===== config.mk =====
export PLATFORM = sky130hd
export DESIGN_NAME = spw_gate
export DESIGN_NICKNAME = d
export VERILOG_FILES = /design/src/rtl/spw_pkg.sv /design/src/rtl/spw_classify.sv /design/src/rtl/spw_perm_pick.sv /design/src/rtl/spw_fault_qual.sv /design/src/rtl/spw_gate.sv
export SDC_FILE = /design/constraint.sdc
export NUM_CORES = 1
export LEC_CHECK = 0
export BUFFER_PORTS_ARGS = -buffer_cell sky130_fd_sc_hd__buf_2
export CAP_MARGIN = 20
export CORE_AREA = 2 2 128 130
export DETAILED_ROUTE_END_ITERATION = 16
export DIE_AREA = 0 0 130 132
export PLACE_DENSITY = 0.56
export SLEW_MARGIN = 25
export SYNTH_ARGS = -nofsm -noshare
export SYNTH_HDL_FRONTEND = slang
export SYNTH_SLANG_ARGS = --single-unit

===== constraint.sdc =====
create_clock -name clk -period 2.7 [get_ports clk]
set_input_delay 0 -clock clk [delete_from_list [all_inputs] [get_ports clk]]
set_output_delay 0 -clock clk [all_outputs]
set_load 0.03 [all_outputs]

===== src/rtl/spw_pkg.sv =====
package spw_pkg;
  localparam int LEAF_WR_BIT   = 1;
  localparam int LEAF_SUB_BIT  = 61;
  localparam int QUAL_MISS_BIT = 11;
  localparam logic [15:0] FAULT_REASON = 16'd66;

  typedef enum logic [1:0] {
    V_ALLOW = 2'd0,
    V_DENY  = 2'd1,
    V_FAULT = 2'd2
  } verdict_e;

  typedef enum logic [1:0] {
    P_ALLOW = 2'd0,
    P_DENY  = 2'd1,
    P_WALK  = 2'd2
  } path_e;

  typedef enum logic [1:0] {
    S_OK       = 2'd0,
    S_MISS     = 2'd1,
    S_BADENTRY = 2'd2
  } wstat_e;

  // Route a request given the global control, the two leaf bits and the kind.
  function automatic path_e route(input logic en, input logic wr_bit,
                                  input logic sub_bit, input logic is_write);
    if (!is_write)          return P_ALLOW;
    if (wr_bit)             return P_ALLOW;
    if (en && sub_bit)      return P_WALK;
    return P_DENY;
  endfunction

  // Qualification word for a walk fault.
  function automatic logic [63:0] fault_qual(input logic miss);
    logic [63:0] q;
    q = '0;
    q[QUAL_MISS_BIT] = miss;
    return q;
  endfunction
endpackage


===== src/rtl/spw_classify.sv =====
module spw_classify
  import spw_pkg::*;
(
  input  logic  en,
  input  logic  wr_bit,
  input  logic  sub_bit,
  input  logic  is_write,
  output path_e path
);
  assign path = route(en, wr_bit, sub_bit, is_write);
endmodule


===== src/rtl/spw_perm_pick.sv =====
module spw_perm_pick #(
  parameter int IDX_W = 5,
  localparam int NUM_SUB = 1 << IDX_W,
  localparam int PERM_W  = 2 * NUM_SUB
) (
  input  logic [PERM_W-1:0] perm,
  input  logic [IDX_W-1:0]  idx,
  output logic              allow
);
  logic [NUM_SUB-1:0] even_bits;
  logic [NUM_SUB-1:0] odd_unused;

  for (genvar i = 0; i < NUM_SUB; i++) begin : g_slice
    assign even_bits[i]  = perm[2*i];
    assign odd_unused[i] = perm[2*i+1];
  end

  logic perm_unused;
  assign perm_unused = ^odd_unused;
  assign allow = even_bits[idx];
endmodule


===== src/rtl/spw_fault_qual.sv =====
module spw_fault_qual
  import spw_pkg::*;
(
  input  logic [1:0]  status,
  output logic        is_fault,
  output logic [63:0] qual,
  output logic [15:0] reason
);
  logic miss;
  assign miss     = (status == S_MISS);
  assign is_fault = (status != S_OK);
  assign qual     = is_fault ? fault_qual(miss) : 64'd0;
  assign reason   = is_fault ? FAULT_REASON : 16'd0;
endmodule


===== src/rtl/spw_gate.sv =====
module spw_gate
  import spw_pkg::*;
#(
  parameter int GPA_W   = 52,
  parameter int SUB_LG  = 7,
  parameter int PAGE_LG = 12,
  localparam int IDX_W  = PAGE_LG - SUB_LG,
  localparam int PERM_W = 2 * (1 << IDX_W)
) (
  input  logic              clk,
  input  logic              rst_n,
  input  logic              req_valid,
  output logic              req_ready,
  input  logic              req_spp_en,
  input  logic              req_write,
  input  logic [63:0]       req_leaf,
  input  logic [GPA_W-1:0]  req_gpa,
  output logic              walk_req_valid,
  output logic [GPA_W-1:0]  walk_req_gpa,
  input  logic              walk_rsp_valid,
  input  logic [1:0]        walk_rsp_status,
  input  logic [PERM_W-1:0] walk_rsp_perm,
  output logic              res_valid,
  output logic [1:0]        res_verdict,
  output logic [63:0]       res_qual,
  output logic [15:0]       res_reason
);
  // Named internal events
  logic       busy_q;
  logic       req_fire;
  logic       fast_done;
  logic       walk_start;
  logic       walk_done;
  path_e      path;
  logic [IDX_W-1:0] idx_q;
  logic       slice_allow;
  logic       rsp_fault;
  logic [63:0] rsp_qual;
  logic [15:0] rsp_reason;

  logic leaf_unused;
  assign leaf_unused = ^{req_leaf[63:LEAF_SUB_BIT+1], req_leaf[LEAF_SUB_BIT-1:LEAF_WR_BIT+1],
                         req_leaf[0]};

  spw_classify u_classify (
    .en       (req_spp_en),
    .wr_bit   (req_leaf[LEAF_WR_BIT]),
    .sub_bit  (req_leaf[LEAF_SUB_BIT]),
    .is_write (req_write),
    .path     (path)
  );

  spw_perm_pick #(.IDX_W(IDX_W)) u_pick (
    .perm  (walk_rsp_perm),
    .idx   (idx_q),
    .allow (slice_allow)
  );

  spw_fault_qual u_fq (
    .status   (walk_rsp_status),
    .is_fault (rsp_fault),
    .qual     (rsp_qual),
    .reason   (rsp_reason)
  );

  assign req_ready  = !busy_q;
  assign req_fire   = req_valid && req_ready;
  assign walk_start = req_fire && (path == P_WALK);
  assign fast_done  = req_fire && (path != P_WALK);
  assign walk_done  = busy_q && walk_rsp_valid;

  // Next result
  logic        nx_valid;
  logic [1:0]  nx_verdict;
  logic [63:0] nx_qual;
  logic [15:0] nx_reason;

  always_comb begin
    nx_valid   = 1'b0;
    nx_verdict = V_ALLOW;
    nx_qual    = '0;
    nx_reason  = '0;
    if (walk_done) begin
      nx_valid = 1'b1;
      if (rsp_fault) begin
        nx_verdict = V_FAULT;
        nx_qual    = rsp_qual;
        nx_reason  = rsp_reason;
      end else begin
        nx_verdict = slice_allow ? V_ALLOW : V_DENY;
      end
    end else if (fast_done) begin
      nx_valid   = 1'b1;
      nx_verdict = (path == P_ALLOW) ? V_ALLOW : V_DENY;
    end
  end

  always_ff @(posedge clk or negedge rst_n) begin
    if (!rst_n) begin
      busy_q         <= 1'b0;
      idx_q          <= '0;
      walk_req_valid <= 1'b0;
      walk_req_gpa   <= '0;
      res_valid      <= 1'b0;
      res_verdict    <= V_ALLOW;
      res_qual       <= '0;
      res_reason     <= '0;
    end else begin
      walk_req_valid <= walk_start;
      if (walk_start) begin
        busy_q       <= 1'b1;
        idx_q        <= req_gpa[PAGE_LG-1:SUB_LG];
        walk_req_gpa <= req_gpa;
      end else if (walk_done) begin
        busy_q <= 1'b0;
      end
      res_valid   <= nx_valid;
      res_verdict <= nx_verdict;
      res_qual    <= nx_qual;
      res_reason  <= nx_reason;
    end
  end
endmodule


## Word level (Yosys, flattened, before mapping)

Index checks and enable logic that the tools add are counted.

| storage, ports and cells | value |
|---|---|
| output and inout bits | 137 |
| register bits | 142 |
| input bits | 188 |

| cells by class | value |
|---|---|
| mux-type cells | 26 |
| magnitude comparators | 1 |
| eq/ne operators | 3 |
| reductions and logical operators | 9 |

Operators by type and width:

| cell | number |
|---|---|
| 2-to-1 mux 64 bit | 1 |
| 2-to-1 mux 2 bit | 8 |
| 2-to-1 mux 7 bit | 2 |
| 2-to-1 mux 1 bit | 13 |
| 2-to-1 mux 12 bit | 1 |
| less-than comparator 5 x 6 -> 1 bit (second input constant) | 1 |
| binary-select mux 1 bit (select 5 bit) | 1 |
| logical AND 1 bit | 5 |
| nonzero test 2 bit | 2 |
| equality test 2 x 1 -> 1 bit (second input constant) | 1 |
| equality test 2 bit (second input constant) | 1 |
| logical NOT 2 bit | 1 |
| inequality test 2 bit (second input constant) | 1 |
| logical NOT 1 bit | 1 |

## Longest topological paths before layout

Gate-level depths: netlist of the first run.

| logic depth | value |
|---|---|
| depth in word-level cells | 11 |
| gate-level depth with buffers | 5 |
| gate-level depth less buffers | 4 |

## Modules after synthesis

A second synthesis of the first run with hierarchy kept.

| unflattened totals | value |
|---|---|
| cell total of the unflattened synthesis | 421 |
| area total of the unflattened synthesis | 5,880.6 µm² |

By module, submodules not included:

| module | instances | seq. area each (µm²) | area an instance (µm²) | cells an instance |
|---|---|---|---|---|
| spw_gate | 1 | 3,428.3 | 4,913.5 | 294 |
| spw_fault_qual | 1 | 0.0 | 611.8 | 82 |
| spw_perm_pick | 1 | 0.0 | 325.3 | 41 |
| spw_classify | 1 | 0.0 | 30.0 | 4 |

## Worst setup path after synthesis of the first run

Ideal clock, no wire load.

| timing path | value |
|---|---|
| kind | reg-to-reg |
| start point | register, netlist name walk_req_gpa[7] |
| end point | register res_verdict[0] |
| setup slack | 0.702 ns |
| stages on the path, launching flop included | 6 |
| arrival time | 1.903 ns |
| library setup time | 0.096 ns |
| cells stage by stage | dfrtp_1 -> buf_6 -> mux4_1 -> mux2_2 -> and3_4 -> o32ai_2 |

RTL lines:

| item | line | source |
|---|---|---|
| end signal: assignment | spw_gate.sv:118 | `res_verdict <= nx_verdict;` |
| end: declaration | spw_gate.sv:24 | `output logic [1:0] res_verdict,` |

## Worst setup path after layout of the first run

| timing path | value |
|---|---|
| start point | register busy_q |
| end point | register walk_req_gpa[9] |

| between the ends | value |
|---|---|
| cells in the longest elaborated chain, start to end | 3 |

RTL lines:

| item | line | source |
|---|---|---|
| start: declaration | spw_gate.sv:29 | `logic busy_q;` |
| start signal: assignment | spw_gate.sv:100 | `busy_q <= 1'b0;` |
| start signal: assignment | spw_gate.sv:111 | `busy_q <= 1'b1;` |
| start signal: assignment | spw_gate.sv:115 | `busy_q <= 1'b0;` |
| logical NOT 1 bit | spw_gate.sv:66 | `assign req_ready = !busy_q;` |
| logical AND 1 bit | spw_gate.sv:67 | `assign req_fire = req_valid && req_ready;` |
| logical AND 1 bit | spw_gate.sv:68 | `assign walk_start = req_fire && (path == P_WALK);` |
| end signal: assignment | spw_gate.sv:113 | `walk_req_gpa <= req_gpa;` |
| end: declaration | spw_gate.sv:19 | `output logic [GPA_W-1:0] walk_req_gpa,` |

No other way between the ends.
A chain may end at the register's enable or synchronous reset.

==> results of run 1 <==
==> layout make-up <==
type / instances / area (um^2)
fill: 1627 / 11100
sequential: 58 / 1450
timing repair buffer: 216 / 1390
multi-input combinational: 163 / 1240
tap: 216 / 270
clock buffer: 13 / 260
inverter: 3 / 11.3
==> flip-flops by register name, summed over array words and instances (netlist names) <==
register,flops
walk_req_gpa,52
busy_q,1
res_qual,1
res_reason,1
res_valid,1
res_verdict,1
walk_req_valid,1
==> through the flow <==
stage                     setup slack (ns)  area (um^2)
final                                0.537         4620
after detailed placement             0.520         3770
after global routing                 0.426         4620
after CTS                            0.509         4620
after floorplan                      0.702         3350
after global placement               0.549         3770
==> worst max-delay path, cell delays in order, from the launching register on <==
cell      delay, ns
dfrtp_1        0.39
nand2b_1       0.16
or3b_1         0.50
nor2_4         0.13
buf_4          0.44
mux2_1         0.38
==> power by group through the flow <==
stage          clock, W  combinational (W)  sequential, W
2_1_floorplan         0           0.000496        0.00157
3_3_place_gp          0            0.00113        0.00119
3_5_place_dp          0            0.00114        0.00120
4_1_cts         0.00104            0.00121        0.00119
5_1_grt         0.00108            0.00128        0.00122
6_report        0.00100            0.00120        0.00119
==> final timing paths <==
| kind | start | endpoint | slack, ns | cells past startpoint |
|---|---|---|---|---|
| min | req_leaf[61] | busy_q$_DFFE_PN0P_ | 0.17 | 3 |
| max | busy_q$_DFFE_PN0P_ | walk_req_gpa[9]$_DFFE_PN0P_ | 0.54 | 5 |
| max reg2reg | busy_q$_DFFE_PN0P_ | walk_req_gpa[9]$_DFFE_PN0P_ | 0.54 | 5 |
| max in group asynchronous | rst_n | walk_req_gpa[2]$_DFFE_PN0P_ | 1.85 | 3 |
| min in group asynchronous | rst_n | walk_req_gpa[27]$_DFFE_PN0P_ | 0.24 | 2 |
| min reg2reg | walk_req_gpa[16]$_DFFE_PN0P_ | walk_req_gpa[16]$_DFFE_PN0P_ | 0.48 | 1 |
==> placed cells by master, fill, tap and decap left out <==
| cell | Yosys | layout |
|---|---|---|
| nand3b_1 | 2 | 2 |
| a311o_1 | 1 | 1 |
| mux2_1 | 52 | 52 |
| nor2_4 | 1 | 1 |
| o22ai_1 | 1 | 1 |
| buf_4 | 84 | 5 |
| nand2_1 | 3 | 3 |
| mux2i_1 | 1 | 1 |
| o31ai_1 | 1 | 1 |
| and3_4 | 1 | 1 |
| nor3_1 | 1 | 1 |
| inv_1 | 3 | 3 |
| or3b_1 | 1 | 1 |
| nor3b_1 | 3 | 3 |
| a41oi_1 | 1 | 1 |
| nor2_1 | 4 | 4 |
| clkbuf_8 | 0 | 2 |
| buf_2 | 0 | 152 |
| dlygate4sd3_1 | 0 | 59 |
| mux4_2 | 4 | 4 |
| dfrtp_1 | 58 | 58 |
| conb_1 | 1 | 77 |
| mux4_1 | 3 | 3 |
| nand2b_1 | 1 | 1 |
| nand3_1 | 1 | 1 |
| o32ai_2 | 1 | 1 |
| clkbuf_1 | 2 | 2 |
| clkbuf_16 | 0 | 9 |
| o21ai_0 | 1 | 1 |
| mux2_2 | 2 | 2 |
==> routing by layer <==
layer	part of all wire (%)	GRT usage, %
met5	0	0
met2	52	17.4
met4	1.8	4.12
met3	8.1	3.25
met1	38	10.3
==> logic make-up (layout without fill, tap and decap cells) <==
group                  after synthesis  in the layout
muxes                               62             62
DFF                                 58             58
AOI/OAI and AO/OA                    6              6
and+or+nand+nor                     18             18
buffers and inverters               90            232
other                                1             77
==> repair_timing <==
action                                 in CTS  in global routing
hold buffers                               59                  0
endpoints found under the hold margin     102                  0
setup buffers                               0                  0
==> reports/results.txt, run 1 <==
status: completed
HPWL Detailed: 6.09 mm
fin crit period: 2.16 ns
FP Rows: 46
critical path class: reg2reg
worst-path fanout max: 39
Clock power frac: 29.5%
proportion of synthesized area in mux cells: 25.7%
grt total ovfl: 0
cell taking the most area after synthesis: dfrtp_1
Post-synth top cells: buf_4, dfrtp_1, mux2_1
htree depth: 3
area share of the largest cell type after synthesis: 47.3%
Hold WC Path Type: in2reg
Max Cap Viol: 0
largest net degree at the start of global routing: 48
XOR/XNOR Fraction of Synth Area: 0%
DP Cell Count: 597
# setup viols final: 0
Synth Area in Simple Gates: 3.63%
GRT Overall Usage: 9.71%
asr flop ratio synth: 100%
total clock sinks: 58
Area Growth Syn to Fin: 50.7%
VDD IR max: 0.412 mV
clock buffer depth: 2
CTS clk-pin slew, worst paths: 0.05 ns
largest cells by area after synthesis: dfrtp_1, buf_4, mux2_1
arrival time at the worst endpoint: 2.36 ns
first-pass GRT wire length: 12.8 mm
core box area: 15,700 um^2
crit share post-route: 80.1%
RSZ-0062 raised after global routing: no
post-synth cell types: 27
n_diodes: 0
total wire length: 8.33 mm
Power Internal: 0.00214 W
total power: 0.00340 W
CTS Buf Count: 9
Combinational Power Share: 35.4%
largest family of logic cells by synthesized area: multiplexers
Clk Latency, worst-skew pair: 0.32 ns
Post-Syn Area per Cell: 13.1 um^2
I/O pins: 325
Critical Path RT: 2.90 ns
most common cell in the netlist: buf_4
initial antenna violation count: 0
cell count after synthesis: 235
Yosys reg bits: 58
Synth Area in Adders: 0%
EDFF count, synth: 0
via count: 2,372
Worst-Margin Slew: 0.601 ns
fin util: 29.4%
# DRC: 0
Most used DFF post-synth: dfrtp_1
starting density of the core: 19.5%
number of global-route vias before repair: 2,571
DR iter-0 viols: 44
TritonCTS clock tree: yes
switching portion of total power: 37.1%
final setup skew: 0.00564 ns
I/O Buffers: 153
Final ANT Viol Nets: 0
part of the power in registers: 35.1%
Static Leak: 2.36 nW
Compound-Gate Fraction of Synth Area: 1.75%
Post-Layout Cell Count: 669
ratio of cells with drive above 1 in the final layout: 39.1%
TNS Setup: 0 ns
Syn. warnings: 0
CTS resizes: 0
Die H: 132 um
sequential fraction of the synthesis area: 47.3%
Sw Pwr: 0.00126 W
Clock Tree Root: clkbuf_16
fmax: 462 MHz
first drt pass iteration count: 4
worst hold slack: 0.168 ns
Power Dens Cells: 735 nW/um^2
Slew Viols, Final: 0
Vias/cell: 3.55
count of final hold-check violations: 0
Mapped Area: 3070 um^2
crit path capture type: flop
startpoint types: flop
WL per Instance: 12.5 um
die area: 17,200 um^2
die width: 130 um
Placer Congestion: 0.718
final net count: 639
Max-slew headroom: 59.9%
Note: power is estimated with default switching activity, not from simulation.
==> inputs of run 2 (changes only) <==
PLACE_DENSITY = 0.58   (was 0.56)
clock period = 1.9 ns   (was 2.7 ns; I/O delays follow)
==> run 2 against run 1 <==
Via count increased by 2.6%; flip-flop and latch count did not move; register-to-register slack worse by 0.50 ns; critical path type unchanged; non-clock buffer count is 9 higher; sequential share of layout area decreased by 1.0 points; maximum frequency grew 16%; cell count up 1.8%; critical path depth grew 1.
==> reports/results.txt, run 2 (synthesis results as in run 1) <==
Reg2Reg Capture Point: walk_req_gpa[17]$_DFFE_PN0P_
largest net degree at the start of global routing: 41
max reg flops: 52
VDD IR max: 0.563 mV
WL per Instance: 13.9 um
starting density of the core: 19.5%
status: completed
most common cell after layout, fill and taps aside: buf_2
Post-DP Area: 3810 um^2
ratio of cells with drive above 1 in the final layout: 42.5%
Power Dens Cells: 1040 nW/um^2
htree depth: 3
core box area: 15,700 um^2
Placer Congestion: 0.747
FP Rows: 46
Multi-input gate area: 1250 um^2
FF-to-FF Start: busy_q$_DFFE_PN0P_
worst-path fanout max: 10
die width: 130 um
first-pass GRT wire length: 13.5 mm
Vias/cell: 3.57
Worst Setup SP: busy_q$_DFFE_PN0P_
CTS clk-pin slew, worst paths: 0.05 ns
Clk Latency, worst-skew pair: 0.32 ns
fmax: 536 MHz
GRT Overall Usage: 10.4%
Static Leak: 2.44 nW
Clock Tree Root: clkbuf_16
clock buffer depth: 2
startpoint types: flop
initial antenna violation count: 1
CTS Buf Count: 9
Critical Path RT: 2.10 ns
I/O pins: 325
final setup skew: 0.00835 ns
total clock sinks: 58
die area: 17,200 um^2
total wire length: 9.43 mm
Min-Delay Path Depth: 3
Slew Viols, Final: 0
worst hold slack: 0.134 ns
HPWL Detailed: 6.51 mm
Reg2Reg Setup Slack: 0.03 ns
post-route cell area: 4780 um^2
RSZ-0062 raised after global routing: yes
most frequent cells in the layout: buf_2, conb_1, dlygate4sd3_1
final net count: 648
first drt pass iteration count: 4
count of final hold-check violations: 0
via count: 2,433
Top reg by flops: walk_req_gpa
crit path capture type: flop
number of global-route vias before repair: 2,590
Layout fillers: 1,608
Final ANT Viol Nets: 0
FF-to-FF path depth: 6
Die H: 132 um
fin crit period: 1.87 ns
critical path class: reg2reg
Sequential cell area: 1450 um^2
# DRC: 0
DR iter-0 viols: 52
hold worst-path end: busy_q$_DFFE_PN0P_
# setup viols final: 0
I/O Buffers: 153
crit share post-route: 98.2%
Hold WC Path Type: in2reg
arrival time at the worst endpoint: 2.07 ns
grt total ovfl: 0
TritonCTS clock tree: yes
Max Cap Viol: 0
Hold Crit Start: req_leaf[61]
Area Growth Syn to Fin: 56.0%
[run 2: through the flow]
stage                     util, %  TNS (ns)  power (W)  cells  setup WS [ns]
after detailed placement     24.3         0    0.00337    602         0.0265
after floorplan                 -         0    0.00294    311         0.0310
after global placement       24.3         0    0.00334    602         0.0567
after global routing         30.5    -0.190    0.00522    681        -0.0124
after CTS                    29.8         0    0.00498    676         0.0203
final                        30.5         0    0.00497    681         0.0346
[run 2: area by class of cell]
class | count | area share, %
sequential | 58 | 30.4
inverter | 3 | 0.235
clock buffer | 12 | 5.36
clock inverter | 3 | 0.314
timing repair buffer | 225 | 31.9
tap | 216 | 5.65
antenna | 1 | 0.0523
multi-input combinational | 163 | 26.2
[run 2: per-layer routing]
metal  global-route usage, %  vias to the layer above  share of wire (%)
met3                    2.68                       14                7.4
li1                        -                     1098                  -
met1                    11.8                     1165                 39
met5                       0                        -                  0
met2                    17.9                      156                 51
met4                    5.02                        0                1.9
[run 2: timing repair]
action                     4_1_cts  5_1_grt
hold buffers                    59        0
buffers inserted                 0        1
hold endpoints to repair        71        0
setup endpoints to repair        0       21
gates resized for setup          0        7
[run 2: critical path, stage by stage, from the launching register on]
cell and delay [ns]:
dfrtp_1 0.38, nand2b_1 0.17, or3b_4 0.42, nor2_4 0.13, buf_12 0.14, buf_6 0.17
mux2_1 0.33
[run 2: worst max path at each step]
| stage | to | slack [ns] | cells after the start |
|---|---|---|---|
| floorplan | res_verdict[0]$_DFF_PN0_ | 0.03 | 5 |
| global placement | walk_req_gpa[8]$_DFFE_PN0P_ | 0.06 | 5 |
| detailed placement | walk_req_gpa[28]$_DFFE_PN0P_ | 0.03 | 5 |
| CTS | walk_req_gpa[48]$_DFFE_PN0P_ | 0.02 | 5 |
| global route | walk_req_gpa[20]$_DFFE_PN0P_ | -0.01 | 6 |
| finish | walk_req_gpa[17]$_DFFE_PN0P_ | 0.03 | 6 |
[run 2: where the power goes]
| group | leakage (nW) | switching, W | internal, W | total, W |
|---|---|---|---|---|
| Sequential | 0.720 | 0.000182 | 0.00152 | 0.00170 |
| Clock | 0.138 | 0.000550 | 0.000938 | 0.00149 |
| Combinational | 1.58 | 0.00115 | 0.000638 | 0.00178 |
